<file path="config.mk">
export PLATFORM = sky130hd
export DESIGN_NAME = sparse_xlate
export DESIGN_NICKNAME = d
export VERILOG_FILES = /design/src/rtl/sst_pkg.sv /design/src/rtl/sst_hae_reg.sv /design/src/rtl/sst_lane_decode.sv /design/src/rtl/sst_region_decode.sv /design/src/rtl/sparse_xlate.sv
export SDC_FILE = /design/constraint.sdc
export NUM_CORES = 1
export LEC_CHECK = 0
export BUFFER_PORTS_ARGS = -buffer_cell sky130_fd_sc_hd__buf_4
export CAP_MARGIN = 20
export CORE_ASPECT_RATIO = 0.5
export CORE_MARGIN = 2
export CORE_UTILIZATION = 35
export CTS_CLUSTER_SIZE = 40
export DETAILED_ROUTE_END_ITERATION = 6
export GPL_TIMING_DRIVEN = 0
export PLACE_DENSITY = 0.64
export SYNTH_ARGS = -nofsm -noshare
export SYNTH_HDL_FRONTEND = slang
export SYNTH_HIERARCHICAL = 1
export SYNTH_SLANG_ARGS = --single-unit
export TNS_END_PERCENT = 20
</file>
<file path="constraint.sdc">
create_clock -name clk -period 2.56 [get_ports clk]
set_input_delay 0.128 -clock clk [delete_from_list [all_inputs] [get_ports clk]]
set_output_delay 0.128 -clock clk [all_outputs]
set_load 0.02 [all_outputs]
</file>
<file path="src/rtl/sst_pkg.sv">
package sst_pkg;
  // which sparse window a request falls in
  typedef enum logic [2:0] {
    RG_NONE = 3'd0,
    RG_MEM1 = 3'd1,
    RG_MEM2 = 3'd2,
    RG_MEM3 = 3'd3,
    RG_IO   = 3'd4
  } region_e;

  // size code carried in address bits 4:3
  typedef enum logic [1:0] {
    SZ_BYTE  = 2'd0,
    SZ_WORD  = 2'd1,
    SZ_TRI   = 2'd2,
    SZ_QUAD4 = 2'd3
  } size_e;

  localparam int LANES     = 4;
  localparam int SIZE_LSB  = 3;
  localparam int LANE_LSB  = 5;
  localparam int FIELD_TOP = LANE_LSB + 2;

  typedef struct packed {
    logic             ok;
    logic [LANES-1:0] be_n;
    logic [1:0]       lo;
  } lane_res_t;
endpackage

</file>
<file path="src/rtl/sst_hae_reg.sv">
module sst_hae_reg #(
  parameter int HAE_W = 3
) (
  input  logic             clk,
  input  logic             rst,
  input  logic             we,
  input  logic [HAE_W-1:0] wdata,
  output logic [HAE_W-1:0] q
);
  always_ff @(posedge clk) begin
    if (rst)     q <= '0;
    else if (we) q <= wdata;
  end
endmodule

</file>
<file path="src/rtl/sst_lane_decode.sv">
module sst_lane_decode
  import sst_pkg::*;
(
  input  size_e      size,
  input  logic [1:0] offs,
  output lane_res_t  res
);
  always_comb begin
    res.ok   = 1'b0;
    res.be_n = '1;
    res.lo   = 2'b00;
    unique case (size)
      SZ_BYTE: begin
        res.ok   = 1'b1;
        res.be_n = ~(LANES'(1) << offs);
        res.lo   = offs;
      end
      SZ_WORD: begin
        if (offs == 2'd0) begin
          res.ok = 1'b1; res.be_n = 4'b1100; res.lo = 2'd0;
        end else if (offs == 2'd2) begin
          res.ok = 1'b1; res.be_n = 4'b0011; res.lo = 2'd2;
        end
      end
      SZ_TRI: begin
        if (offs == 2'd0) begin
          res.ok = 1'b1; res.be_n = 4'b1000;
        end else if (offs == 2'd1) begin
          res.ok = 1'b1; res.be_n = 4'b0001;
        end
      end
      SZ_QUAD4: begin
        if (offs == 2'd2) begin
          res.ok = 1'b1; res.be_n = 4'b0000;
        end
      end
      default: ;
    endcase
  end
endmodule

</file>
<file path="src/rtl/sst_region_decode.sv">
module sst_region_decode
  import sst_pkg::*;
#(
  parameter int              ADDR_W    = 40,
  parameter int              BUS_W     = 32,
  parameter int              HAE_W     = 3,
  parameter int              M1_W      = 29,
  parameter int              M2_W      = 27,
  parameter int              M3_W      = 26,
  parameter int              IO_W      = 26,
  parameter logic [ADDR_W-1:0] M1_BASE = 40'h80_0000_0000,
  parameter logic [ADDR_W-1:0] M2_BASE = 40'h84_0000_0000,
  parameter logic [ADDR_W-1:0] M3_BASE = 40'h85_0000_0000,
  parameter logic [ADDR_W-1:0] IO_BASE = 40'h85_8000_0000
) (
  input  logic [ADDR_W-1:0] addr,
  input  logic [HAE_W-1:0]  hae,
  output region_e           region,
  output logic [BUS_W-1:0]  bus_hi
);
  localparam int          W_NUM = 4;
  localparam int          WIDS [W_NUM] = '{M1_W, M2_W, M3_W, IO_W};
  localparam logic [ADDR_W-1:0] BASES [W_NUM] = '{M1_BASE, M2_BASE, M3_BASE, IO_BASE};

  logic [W_NUM-1:0]  hit;
  logic [BUS_W-1:0]  masked [W_NUM];
  logic [BUS_W-1:0]  field;
  logic              unused_low;

  assign field      = addr[LANE_LSB +: BUS_W];
  assign unused_low = ^addr[LANE_LSB-1:0];

  for (genvar k = 0; k < W_NUM; k++) begin : g_win
    localparam int SPAN = WIDS[k] + LANE_LSB;
    localparam logic [BUS_W-1:0] MASK = BUS_W'((64'd1 << WIDS[k]) - 64'd1);
    assign hit[k]    = (addr[ADDR_W-1:SPAN] == BASES[k][ADDR_W-1:SPAN]);
    assign masked[k] = field & MASK;
  end

  always_comb begin
    region = RG_NONE;
    bus_hi = '0;
    if (hit[0]) begin
      region = RG_MEM1;
      bus_hi = masked[0] | (BUS_W'(hae) << M1_W);
    end else if (hit[1]) begin
      region = RG_MEM2;
      bus_hi = masked[1];
    end else if (hit[2]) begin
      region = RG_MEM3;
      bus_hi = masked[2];
    end else if (hit[3]) begin
      region = RG_IO;
      bus_hi = masked[3];
    end
  end
endmodule

</file>
<file path="src/rtl/sparse_xlate.sv">
module sparse_xlate
  import sst_pkg::*;
#(
  parameter int ADDR_W = 40,
  parameter int BUS_W  = 32,
  parameter int HAE_W  = 3,
  parameter int M1_W   = 29,
  parameter int M2_W   = 27,
  parameter int M3_W   = 26,
  parameter int IO_W   = 26
) (
  input  logic              clk,
  input  logic              rst,
  input  logic              hae_we,
  input  logic [HAE_W-1:0]  hae_wdata,
  input  logic              in_valid,
  output logic              in_ready,
  input  logic [ADDR_W-1:0] in_addr,
  output logic              out_valid,
  input  logic              out_ready,
  output logic [BUS_W-1:0]  out_addr,
  output logic [LANES-1:0]  out_be_n,
  output logic              out_is_io,
  output logic              out_err
);
  logic [HAE_W-1:0] hae_q;
  region_e          region;
  logic [BUS_W-1:0] bus_hi;
  lane_res_t        lane;
  logic             reject;
  logic [BUS_W-1:0] bus_addr;
  logic             pend;
  logic             take;

  sst_hae_reg #(.HAE_W(HAE_W)) u_hae (
    .clk(clk), .rst(rst), .we(hae_we), .wdata(hae_wdata), .q(hae_q)
  );

  sst_region_decode #(
    .ADDR_W(ADDR_W), .BUS_W(BUS_W), .HAE_W(HAE_W),
    .M1_W(M1_W), .M2_W(M2_W), .M3_W(M3_W), .IO_W(IO_W)
  ) u_region (
    .addr(in_addr), .hae(hae_q), .region(region), .bus_hi(bus_hi)
  );

  sst_lane_decode u_lane (
    .size(size_e'(in_addr[SIZE_LSB +: 2])),
    .offs(in_addr[LANE_LSB +: 2]),
    .res (lane)
  );

  assign reject   = !lane.ok || (region == RG_NONE);
  assign bus_addr = {bus_hi[BUS_W-1:2], lane.lo};
  assign in_ready = !pend;
  assign take     = in_valid && in_ready;
  assign out_valid = pend;

  always_ff @(posedge clk) begin
    if (rst) begin
      pend      <= 1'b0;
      out_addr  <= '0;
      out_be_n  <= '1;
      out_is_io <= 1'b0;
      out_err   <= 1'b0;
    end else if (take) begin
      pend      <= 1'b1;
      out_err   <= reject;
      out_is_io <= !reject && (region == RG_IO);
      out_be_n  <= reject ? '1 : lane.be_n;
      out_addr  <= reject ? '0 : bus_addr;
    end else if (pend && out_ready) begin
      pend <= 1'b0;
    end
  end

  // checks next to the response register
  assert_reset_idle_R1: assert property (@(posedge clk) rst |=> !out_valid);

  assert_hold_stable_R8: assert property (@(posedge clk) disable iff (rst)
    out_valid && !out_ready |=> out_valid && $stable(out_addr) &&
      $stable(out_be_n) && $stable(out_err) && $stable(out_is_io));

  assert_accept_responds_R8: assert property (@(posedge clk) disable iff (rst)
    in_valid && in_ready |=> out_valid);

  assert_err_no_lanes_R3: assert property (@(posedge clk) disable iff (rst)
    out_valid && out_err |-> out_be_n == '1 && out_addr == '0);

  assert_good_has_lane_R2: assert property (@(posedge clk) disable iff (rst)
    out_valid && !out_err |-> out_be_n != '1);

  assert_io_is_good_R4: assert property (@(posedge clk) disable iff (rst)
    out_valid && out_is_io |-> !out_err);

  assert_err_blocks_input_R9: assert property (@(posedge clk) disable iff (rst)
    out_valid && out_err |-> !in_ready);
endmodule

</file>
==> metrics.txt <==
# TYPE chip_impl_metric gauge
chip_impl_metric{name="post-route-min-period",unit="ps"} 1954
chip_impl_metric{name="vias",unit=""} 1744
chip_impl_metric{name="fp.dieW",unit="µm"} 114.1
chip_impl_metric{name="power.static_leakage",unit="nW"} 1.207
chip_impl_metric{name="synth_warnings",unit=""} 6
chip_impl_info{name="r2r_start",value="out_valid$_SDFFE_PP0P_"} 1
chip_impl_metric{name="first_global_vias",unit=""} 1703
chip_impl_metric{name="clkTransAtPathRegs",unit="ps"} 60
chip_impl_info{name="rsz_0062_raised_after_global_routing",value="no"} 1
chip_impl_metric{name="cp.arrival",unit="ps"} 2170
chip_impl_metric{name="holdBufCountCts",unit=""} 0
chip_impl_metric{name="crit_fanout",unit=""} 10
chip_impl_metric{name="synth_area",unit="mm²"} 0.002122
chip_impl_metric{name="io_buffer_count",unit=""} 81
chip_impl_metric{name="worst_r2r_path_depth",unit=""} 5
chip_impl_metric{name="stdcell_count",unit=""} 339
chip_impl_metric{name="numCtsBuffers",unit=""} 5
chip_impl_metric{name="worst_ep_required_time",unit="ps"} 2780
chip_impl_metric{name="first_pass_iters",unit=""} 4
chip_impl_metric{name="drt_iter0_markers",unit=""} 40
chip_impl_metric{name="core",unit="mm²"} 0.005658
chip_impl_metric{name="cells_resized_by_post_cts_repair",unit=""} 0
chip_impl_metric{name="worst-slew-pin-transition",unit="ps"} 746.8
chip_impl_metric{name="finalPower",unit="mW"} 1.434
chip_impl_metric{name="netlist_instances",unit=""} 178
chip_impl_info{name="most_common_library_cell_in_the_layout_ignoring_fill_and_taps",value="buf_4"} 1
chip_impl_metric{name="drt-vias-per-instance",unit=""} 5.145
chip_impl_metric{name="worstHoldPathCells",unit=""} 2
chip_impl_metric{name="setup-tns-final",unit="ps"} 0
chip_impl_metric{name="final.setup_skew",unit="ps"} 3.465
chip_impl_metric{name="layout.nets",unit=""} 314
chip_impl_info{name="crit_end",value="out_addr[17]$_SDFFE_PP0P_"} 1
chip_impl_metric{name="max_slew_headroom",unit="%"} 50.22
chip_impl_metric{name="routed_wl",unit="µm"} 5264
chip_impl_info{name="clk_root_buffer_cell",value="clkbuf_16"} 1
chip_impl_metric{name="timing.final.crit_share",unit="%"} 76.33
chip_impl_info{name="cts_tree",value="done"} 1
chip_impl_metric{name="maxSlewViolCount",unit=""} 0
chip_impl_info{name="status",value="finished, final reports clean"} 1
chip_impl_metric{name="cts_buffer_depth",unit=""} 2
chip_impl_metric{name="die_area",unit="mm²"} 0.006740
chip_impl_metric{name="place.gp.congestion",unit=""} 0.7162
chip_impl_metric{name="area.growth.synth_to_final",unit="%"} 39.33
chip_impl_metric{name="insertedDiodeCount",unit=""} 0
chip_impl_metric{name="placementRows",unit=""} 19
chip_impl_metric{name="floorplan.io_pins",unit=""} 88
chip_impl_metric{name="antenna_found_initial",unit=""} 0
chip_impl_metric{name="clock_sink_count",unit=""} 42
chip_impl_info{name="most_frequent_cells_in_the_layout",value="buf_4, dfxtp_1, a22o_1"} 1
chip_impl_metric{name="final_layout_size_suffix_gt1_share",unit="%"} 50.75
chip_impl_info{name="r2r_end",value="out_addr[4]$_SDFFE_PP0P_"} 1
chip_impl_info{name="hold_path.class",value="in -> reg"} 1
chip_impl_metric{name="vdd_ir_drop_max",unit="mV"} 0.2803
chip_impl_metric{name="max-cap-violations",unit=""} 0
chip_impl_metric{name="placed_cell_count",unit=""} 332
chip_impl_metric{name="maximum_number_of_pins_on_one_net_before_global_route_repair",unit=""} 13
chip_impl_info{name="critPathLaunch",value="in_addr[38]"} 1
chip_impl_metric{name="postSynthAreaPerCell",unit="µm²"} 11.92
chip_impl_metric{name="reg2reg_setup_slack",unit="ps"} 990
chip_impl_metric{name="power_density",unit="mW/mm²"} 485.0
chip_impl_info{name="critical_path_class",value="in -> reg"} 1
chip_impl_metric{name="global_route.overflow_total",unit=""} 0
chip_impl_metric{name="syn_nets",unit=""} 226
chip_impl_metric{name="hold_violations",unit=""} 0
chip_impl_metric{name="max_freq",unit="MHz"} 511.8
chip_impl_metric{name="cts.repair_timing.setup_buffer_count",unit=""} 0
chip_impl_metric{name="gr-usage-all-layers",unit="%"} 16.06
chip_impl_metric{name="htree_num_levels",unit=""} 2
chip_impl_metric{name="place_hpwl",unit="µm"} 3970
chip_impl_metric{name="die-height",unit="µm"} 59.06
chip_impl_metric{name="timing.final.setup_violations",unit=""} 0
chip_impl_metric{name="drc_errors",unit=""} 0
chip_impl_info{name="timing.critical_path.from_type",value="input port"} 1
chip_impl_info{name="critical_path.endpoint_type",value="register"} 1
chip_impl_metric{name="antenna_violating_nets_post_route",unit=""} 0
chip_impl_metric{name="grt_pass1_wl",unit="µm"} 8445
chip_impl_metric{name="clk_latency",unit="ps"} 280
chip_impl_metric{name="initial_utilization",unit="%"} 37.51
chip_impl_metric{name="routed_wire_length_per_instance",unit="µm"} 15.53
## area by class of cell
type | instances | area (µm²)
Buffer | 21 | 175.2
Clock buffer | 5 | 125.1
Clock inverter | 2 | 10.01
Fill cell | 532 | 2701
Inverter | 3 | 11.26
Multi-Input combinational cell | 112 | 1095
Sequential cell | 42 | 840.8
Tap cell | 73 | 91.34
Timing Repair Buffer | 81 | 608.1
## per-layer routing
metal | global-route usage (%) | wire length (µm) | part of all wire [%]
met5 | 0 | 0 | 0
met4 | 4.704 | 34 | 0.65
met3 | 4.192 | 271 | 5.1
met2 | 25.26 | 2478 | 47
met1 | 22.03 | 2480 | 47
## stage by stage
stage | setup WS (ps) | util (%) | hold WS (ps) | area [µm²]
3_3_place_gp | 377.9 | 49.87 | 312.3 | 2821
3_5_place_dp | 319.3 | 49.87 | 322.2 | 2821
2_1_floorplan | 597.7 | - | 197.1 | 2122
5_1_grt | 407.6 | 52.26 | 26.55 | 2957
6_report | 606.0 | 52.26 | 28.96 | 2957
4_1_cts | 598.7 | 52.26 | 23.63 | 2957
## worst min path at each step
stage	from	endpoint	slack (ps)
after floorplan	rst	out_is_io$_SDFFE_PP0P_	200
after global placement	out_ready	out_valid$_SDFFE_PP0P_	310
after detailed placement	out_ready	out_valid$_SDFFE_PP0P_	320
after CTS	out_ready	out_valid$_SDFFE_PP0P_	20
after global routing	out_ready	out_valid$_SDFFE_PP0P_	30
final	out_ready	out_valid$_SDFFE_PP0P_	30
## registers in the layout, indices dropped and copies added, names as in the netlist
| signal | count |
|---|---|
| u_hae/q | 3 |
| out_be_n | 4 |
| out_valid | 1 |
| out_addr | 32 |
| out_err | 1 |
| out_is_io | 1 |
## worst max-delay path, stage by stage
cell,delay (ps)
buf_4,100
or4b_1,530
buf_6,160
nor4b_1,410
or3_4,220
and4b_1,200
buf_6,140
buf_8,130
a22o_1,150
## power breakdown
group | switching, mW | internal (mW)
combinational | 0.0893 | 0.0892
sequential | 0.00362 | 0.659
clock | 0.241 | 0.352
total | 0.334 | 1.10
Power figures use the tool's default switching activity.
